==> src/rtl/tgt_pkg.sv <==
package tgt_pkg;
  localparam int ADDR_W = 32;
  localparam int CMD_W  = 4;
  localparam int BE_W   = 4;
  localparam int NWIN   = 2;

  typedef enum logic {
    WIN_NONPREF = 1'b0,
    WIN_PREF    = 1'b1
  } win_e;

  // Memory command codes accepted by the target
  localparam logic [CMD_W-1:0] CMD_MRD  = 4'h6;
  localparam logic [CMD_W-1:0] CMD_MWR  = 4'h7;
  localparam logic [CMD_W-1:0] CMD_MRDM = 4'hC;
  localparam logic [CMD_W-1:0] CMD_MRDL = 4'hE;
  localparam logic [CMD_W-1:0] CMD_MWRI = 4'hF;
endpackage

==> src/rtl/tgt_cmd_decode.sv <==
module tgt_cmd_decode
  import tgt_pkg::*;
(
  input  logic [CMD_W-1:0] cmd,
  output logic             is_rd,
  output logic             is_wr
);
  always_comb begin
    is_rd = (cmd == CMD_MRD) || (cmd == CMD_MRDM) || (cmd == CMD_MRDL);
    is_wr = (cmd == CMD_MWR) || (cmd == CMD_MWRI);
  end
endmodule

==> src/rtl/tgt_xlat_regs.sv <==
module tgt_xlat_regs
  import tgt_pkg::*;
#(
  parameter int AW = ADDR_W,
  parameter int NW = NWIN
) (
  input  logic          clk,
  input  logic          rst_n,
  input  logic [NW-1:0] we,
  input  logic [AW-1:0] wdata,
  output logic [AW-1:0] xlat [NW],
  output logic          armed
);
  logic [NW-1:0] written;

  for (genvar g = 0; g < NW; g++) begin : g_reg
    always_ff @(posedge clk) begin
      if (!rst_n) begin
        xlat[g]    <= '0;
        written[g] <= 1'b0;
      end else if (we[g]) begin
        xlat[g]    <= wdata;
        written[g] <= 1'b1;
      end
    end
  end

  assign armed = &written;
endmodule

==> src/rtl/tgt_win_match.sv <==
module tgt_win_match
  import tgt_pkg::*;
#(
  parameter int AW      = ADDR_W,
  parameter int OFF_W   = 18
) (
  input  logic [AW-1:0] addr,
  input  logic [AW-1:0] base,
  input  logic [AW-1:0] xlat,
  output logic          match,
  output logic [AW-1:0] xaddr
);
  localparam int HI_W = AW - OFF_W;

  assign match = (addr[AW-1:OFF_W] == base[AW-1:OFF_W]);
  assign xaddr = {xlat[AW-1:OFF_W], addr[OFF_W-1:0]};

  logic [HI_W-1:0] unused_hi;
  assign unused_hi = '0;
endmodule

==> src/rtl/tgt_window_decode.sv <==
module tgt_window_decode
  import tgt_pkg::*;
#(
  parameter int AW     = ADDR_W,
  parameter int W0_OFF = 18,
  parameter int W1_OFF = 30
) (
  input  logic               clk,
  input  logic               rst_n,
  input  logic [NWIN-1:0]    xlat_we,
  input  logic [AW-1:0]      xlat_wdata,
  input  logic [AW-1:0]      base0,
  input  logic [AW-1:0]      base1,
  input  logic               ph_valid,
  output logic               ph_ready,
  input  logic [AW-1:0]      ph_addr,
  input  logic [CMD_W-1:0]   ph_cmd,
  input  logic [BE_W-1:0]    ph_be,
  output logic               devsel,
  output logic               req_valid,
  input  logic               req_ready,
  output logic               req_write,
  output logic               req_win,
  output logic [AW-1:0]      req_addr,
  output logic [BE_W-1:0]    req_be
);
  logic [AW-1:0]   xlat [NWIN];
  logic            armed;
  logic            is_rd, is_wr;
  logic [NWIN-1:0] match;
  logic [AW-1:0]   xaddr [NWIN];
  logic [AW-1:0]   base_a [NWIN];

  assign base_a[0] = base0;
  assign base_a[1] = base1;

  tgt_xlat_regs #(.AW(AW), .NW(NWIN)) u_xlat (
    .clk(clk), .rst_n(rst_n), .we(xlat_we), .wdata(xlat_wdata),
    .xlat(xlat), .armed(armed)
  );

  tgt_cmd_decode u_cmd (.cmd(ph_cmd), .is_rd(is_rd), .is_wr(is_wr));

  for (genvar g = 0; g < NWIN; g++) begin : g_win
    localparam int OFF = (g == 0) ? W0_OFF : W1_OFF;
    tgt_win_match #(.AW(AW), .OFF_W(OFF)) u_match (
      .addr(ph_addr), .base(base_a[g]), .xlat(xlat[g]),
      .match(match[g]), .xaddr(xaddr[g])
    );
  end

  // Combinational decode of the current address phase
  logic         fire, hit, win1, discard;
  logic [AW-1:0] sel_addr;

  assign ph_ready = !req_valid || req_ready;
  assign fire     = ph_valid && ph_ready;

  always_comb begin
    hit      = armed && (is_rd || is_wr) && (match != '0);
    win1     = !match[0];
    sel_addr = win1 ? xaddr[1] : xaddr[0];
    discard  = is_wr && (ph_be == '0);
  end

  // Registered result: medium decode timing
  always_ff @(posedge clk) begin
    if (!rst_n) begin
      devsel    <= 1'b0;
      req_valid <= 1'b0;
      req_write <= 1'b0;
      req_win   <= WIN_NONPREF;
      req_addr  <= '0;
      req_be    <= '0;
    end else begin
      devsel <= fire && hit;
      if (fire) begin
        req_valid <= hit && !discard;
        if (hit) begin
          req_write <= is_wr;
          req_win   <= win1 ? WIN_PREF : WIN_NONPREF;
          req_addr  <= sel_addr;
          req_be    <= is_wr ? ph_be : {BE_W{1'b1}};
        end
      end else if (req_ready) begin
        req_valid <= 1'b0;
      end
    end
  end
endmodule

==> config.mk <==
export PLATFORM = sky130hd
export DESIGN_NAME = tgt_window_decode
export DESIGN_NICKNAME = d
export VERILOG_FILES = /design/src/rtl/tgt_pkg.sv /design/src/rtl/tgt_cmd_decode.sv /design/src/rtl/tgt_xlat_regs.sv /design/src/rtl/tgt_win_match.sv /design/src/rtl/tgt_window_decode.sv
export SDC_FILE = /design/constraint.sdc
export NUM_CORES = 1
export LEC_CHECK = 0
export BUFFER_PORTS_ARGS = -buffer_cell sky130_fd_sc_hd__buf_2
export CORE_UTILIZATION = 30
export CTS_BUF_LIST = sky130_fd_sc_hd__clkbuf_8 sky130_fd_sc_hd__clkbuf_16
export CTS_CLUSTER_DIAMETER = 40
export DETAILED_ROUTE_END_ITERATION = 7
export GPL_TIMING_DRIVEN = 0
export PLACE_DENSITY_LB_ADDON = 0.12
export SLEW_MARGIN = 10
export SYNTH_ARGS = -nofsm -noshare
export SYNTH_HDL_FRONTEND = slang
export SYNTH_HIERARCHICAL = 1
export SYNTH_SLANG_ARGS = --single-unit
==> constraint.sdc <==
create_clock -name clk -period 3.8 [get_ports clk]
set_input_delay 0.57 -clock clk [delete_from_list [all_inputs] [get_ports clk]]
set_output_delay 0.57 -clock clk [all_outputs]
set_load 0.01 [all_outputs]
## Yosys cells after proc, flatten, opt, wreduce, memory -nomap -nowiden

Index checks and enable logic that the tools add are counted.

- Input port bits: 142
- Logic and storage cells: 40
- Register bits: 106
- Output and inout bits: 41

- Multiplexer cells: 5
- Reductions and logical operators: 18
- Equality and inequality tests: 7

Operators by type and width:

| kind | number |
|---|---|
| two-way mux 32 bit | 1 |
| equality test 14 bit | 1 |
| equality test 4 bit, second input constant | 3 |
| equality test 4 x 3 -> 1 bit, second input constant | 2 |
| logical AND 1 bit | 6 |
| logical OR 1 bit | 5 |
| zero test 4 bit | 1 |
| two-way mux 4 bit | 1 |
| AND reduction 2 bit | 2 |
| nonzero test 2 bit | 2 |
| two-way mux 1 bit | 3 |
| equality test 2 bit | 1 |
| zero test 1 bit | 2 |

## Logic depth before layout (Yosys ltp)

- Depth in word-level cells: 8
- Gate-level depth with buffers: 9
- Depth with buffers taken out: 6

## By module

Netlist, hierarchy kept.

Modules (own cells, without submodules):

| module | cells an instance | times used | seq. area each (µm²) | area each (µm²) |
|---|---|---|---|---|
| tgt_xlat_regs | 212 | 1 | 1,321.3 | 2,558.7 |
| tgt_window_decode | 215 | 1 | 800.8 | 1,983.2 |
| tgt_win_match (g_win[0].u_match) | 51 | 1 | 0.0 | 397.9 |
| tgt_win_match (g_win[1].u_match) | 35 | 1 | 0.0 | 261.5 |
| tgt_cmd_decode | 3 | 1 | 0.0 | 23.8 |

## Worst setup path before layout

Ideal clock, no wire load.

- Path kind: input -> register
- From: in base0[25]
- To: reg req_valid
- Stages on the path: 9
- Path slack: 1.620 ns
- Buffers on the path: 3
- Data arrival time: 2.094 ns
- Data required time: 3.714 ns
- Library setup time: 0.086 ns
- Cell sequence: xnor2_1 > nand4_1 > nor4_2 > buf_4 > o22ai_1 > or3_1 > clkbuf_1 > buf_6 > a221oi_2

- Word-level cells in the longest chain between the ends: 5

Ends and longest elaborated chain:

| item | RTL line | source |
|---|---|---|
| from (decl) | tgt_window_decode.sv:12 | `input logic [AW-1:0] base0,` |
| equality test 14 bit | tgt_win_match.sv:15 | `assign match = (addr[AW-1:OFF_W] == base[AW-1:OFF_W]);` |
| via match[0] | tgt_window_decode.sv:30 | `logic [NWIN-1:0] match;` |
| nonzero test 2 bit | tgt_window_decode.sv:60 | `hit = armed && (is_rd \|\| is_wr) && (match != '0);` |
| logical AND 1 bit | tgt_window_decode.sv:60 |  |
| logical AND 1 bit | tgt_window_decode.sv:78 | `req_valid <= hit && !discard;` |
| two-way mux 1 bit | tgt_window_decode.sv:77 | `if (fire) begin` |
| to (signal assigned) | tgt_window_decode.sv:78 |  |
| to (decl) | tgt_window_decode.sv:20 | `output logic req_valid,` |

The timed path passes the listed nets, and every way through them passes these cells.
A chain may end at the register's enable or synchronous reset.

## Worst setup path after layout

- From: in base0[28]
- To: reg req_addr[21]

- Word-level cells in the longest chain between the ends: 4
- Elaborated cells on any way between the ends: 5
- Classes of those cells: eq/ne: 1; mux: 1; reduce/logical: 3

Ends and longest elaborated chain:

| item | RTL line | source |
|---|---|---|
| equality test 14 bit * | tgt_win_match.sv:15 |  |
| via match[0] | tgt_window_decode.sv:30 |  |
| nonzero test 2 bit | tgt_window_decode.sv:60 |  |
| logical AND 1 bit | tgt_window_decode.sv:60 |  |
| AND reduction 2 bit (no line) | n/a |  |
| to (signal assigned) | tgt_window_decode.sv:82 | `req_addr <= sel_addr;` |
| to (decl) | tgt_window_decode.sv:24 | `output logic [AW-1:0] req_addr,` |

Mark *: on every way through the listed nets, which the timed path passes. The rest lies on a longest branch.

==> impl_metrics.csv <==
group,metric,value,unit
die,die_area,11800,sq um
placed_design,dp.cells,602,
die,initial_core_util,31.2,%
clocking,cts_root_buffer,"clkbuf_16",
job,max_cap_violations,0,
global_route,pin_count_of_the_biggest_net_entering_global_routing,11,
hold_path,holdCritPathClass,"flop to flop",
global_route,vias_in_the_first_global_route,2684,
die,dieWidth,109,um
timing,tightestPinTransition,0.516,ns
drt,drt.antenna.violating_nets,0,
power_and_ir_drop,ir_drop,144,uV
timing,share_of_the_clock_period_used_by_the_worst_path_after_layout,61.8,%
critical_path,endpoint,"req_addr[21]",
clocking,total_cts_buffers,9,
drt,total_detailed_routing_wirelength,8320,um
global_route,grt_antenna_before_repair,1,
timing,achievable-frequency,426,MHz
timing,grt_setup_unrepaired,"false",
timing,post_route_setup_slack,1.45,ns
critical_path,worstSetupPathDepth,10,
critical_path,start_kind,"input pin",
critical_path,timing.rr.start,"u_xlat/written[0]",
logic_synthesis,synthesis.instances,366,
die,placementRows,38,
placed_design,portBuffers,96,
global_route,gr-total-overflow,0,
power_and_ir_drop,sw_frac_of_total,20.7,%
die,floorplan.core_area,10900,sq um
power_and_ir_drop,pint,1370,uW
final_layout,fillCellCount,1146,
drt,via_count,2617,
global_route,globalRouteTotalUtil,14.9,%
clocking,path_clk_slew,0.05,ns
timing,count_of_final_setup_violators,0,
drt,drt-vias-per-instance,4.22,
power_and_ir_drop,power.share.sequential,36.4,%
clocking,cts_resized,0,
die,floorplan.die.height,109,um
critical_path,worstSetupStartpoint,"base0[28]",
timing,timing.clock.skew,0.00737,ns
global_route,wire_length_of_the_first_global_routing_pass,13100,um
power_and_ir_drop,power.net_switching,357,uW
drt,dr.first_iter.drc_count,30,
critical_path,critical-path-max-stage-delay,0.31,ns
timing,finalSetupTns,0,ns
logic_synthesis,yosysWarningCount,6,
critical_path,end_kind,"flop",
logic_synthesis,syn-num-nets,508,
placed_design,placed_cell_area,4070,sq um
clocking,htree_num_levels,3,
power_and_ir_drop,p_total,1720,uW
placed_design,place.detailed.hpwl,6480,um
timing,hold_violations,0,
timing,max_slew_margin,65.6,%
critical_path,timing.setup.critical_path_class,"input pin to flop",
final_layout,drive_gt1_share,47.7,%
clocking,clockBufferDepth,2,
logic_synthesis,synth_area_per_cell,9.32,sq um
power_and_ir_drop,share_comb_of_total_power,11.4,%
placed_design,dp_slack,0.997,ns
critical_path,worstPathCellList,"buf_2 > xnor2_1 > nand4_1 > nor4_2 > buf_4 > o22ai_1 > or3_1 > clkbuf_1 > buf_2 > mux2i_1",
critical_path,worst-path-max-fanout,10,
clocking,tritoncts,"built",
clocking,post_cts_hold_buffer_count,0,
clocking,clock_latency,0.32,ns
placed_design,globalplace.congestion,0.727,
drt,drt_drc_violations_left,0,
die,io_pins,183,
critical_path,timing.rr.end,"req_addr[21]",
critical_path,r2r.worst_path.cells,6,
drt,detail_route.wl_per_cell,13.4,um
drt,detailedRoute.firstPassIterationCount,4,
critical_path,cpMaxStageDelayCell,"or3_1",
clocking,numClockSinks,58,
power_and_ir_drop,pwr-share-clk,52.2,%
final_layout,final_design_area_no_fill,4410,sq um
timing,period_minus_slack,2.35,ns
critical_path,timing.reg2reg.setup_slack,2.30,ns
critical_path,critPathArrivalTime,2.54,ns
final_layout,post_layout_nonfiller_instances,620,
power_and_ir_drop,power.density_cell_area,391,nW/um^2
logic_synthesis,synth_area,3410,sq um
critical_path,critical_path.most_common_cell,"buf_2",
timing,slew_violations,0,
status,outcome,"finished clean",
final_layout,fin_nets,615,
clocking,postCtsSetupRepairBufs,0,
final_layout,area_delta_synth_final,29.3,%
critical_path,worst-endpoint-required,3.99,ns
critical_path,cp_num_buf_inv,4,
power_and_ir_drop,static-leakage-power,0.00229,uW
critical_path,worst_path_dominant_cell_family,"simple AND/OR/NAND/NOR gates",
[layer usage]
metal / share of wire (%) / wire length, um / up-vias / GRT usage, %
met1: 45 / 3710 / 1195 / 18.0
met3: 5.5 / 456 / 9 / 3.32
li1: - / - / 1345 / -
met4: 1.4 / 119 / 0 / 6.66
met5: 0 / 0 / - / 0
met2: 49 / 4040 / 68 / 25.2
[layout make-up]
class | instances | area [sq um] | share of cell area, %
inverter | 3 | 11.3 | 0.255
buffer | 90 | 664 | 15.1
clock inverter | 4 | 72.6 | 1.65
tap | 140 | 175 | 3.97
multi-input combinational | 215 | 1570 | 35.7
timing repair buffer | 96 | 480 | 10.9
antenna | 2 | 5.00 | 0.114
clock buffer | 12 | 267 | 6.04
sequential | 58 | 1160 | 26.3
[placed cells by master (no fill, tap or decap)]
master and instances:
xnor2_1 14, nor2_1 4, nor2b_1 17, clkinv_2 1
or3_1 1, buf_12 3, inv_1 3, a221oi_2 1
buf_4 65, mux2i_1 54, buf_2 104, nor3_1 1
nand2_1 74, buf_1 1, and2_1 1, clkbuf_16 9
nor3b_2 1, dfxtp_1 58, nand2b_1 2, o21a_1 2
mux2_2 32, xor2_1 2, o22ai_1 1, nand4_1 3
clkbuf_2 1, clkbuf_8 3, o21ai_0 3, nor4_2 1
and3_2 1, buf_6 3, bufinv_16 2, clkbuf_1 9
clkinvlp_4 1, diode_2 2
[power groups by stage]
stage	Clock [uW]	Sequential (uW)	Combinational, uW
finish	899	628	197
global route	958	629	218
CTS	925	628	202
detailed placement	0	641	200
global placement	0	640	198
floorplan	0	640	137
[stage by stage]
| stage | utilization [%] | hold WS (ns) |
|---|---|---|
| 2_1_floorplan | - | 0.420 |
| 3_3_place_gp | 37.2 | 0.433 |
| 3_5_place_dp | 37.2 | 0.443 |
| 4_1_cts | 40.3 | 0.454 |
| 5_1_grt | 40.3 | 0.470 |
| 6_report | 40.3 | 0.449 |
[worst min path at each step]
| stage | start | to | slack, ns | depth (start not counted) |
|---|---|---|---|---|
| after floorplan | u_xlat/written[0] | u_xlat/written[0] | 0.42 | 1 |
| after global placement | u_xlat/written[0] | u_xlat/written[0] | 0.43 | 1 |
| after detailed placement | u_xlat/written[0] | u_xlat/written[0] | 0.44 | 1 |
| after CTS | u_xlat/written[0] | u_xlat/written[0] | 0.45 | 1 |
| after global routing | u_xlat/written[0] | u_xlat/written[0] | 0.47 | 1 |
| final | u_xlat/written[0] | u_xlat/written[0] | 0.45 | 1 |
[state kept, by name, summed over array words and instances (netlist names)]
name	flops
req_addr	32
u_xlat/xlat	16
req_be	4
u_xlat/written	2
devsel	1
req_valid	1
req_win	1
req_write	1
(Power assumes the default switching activity.)
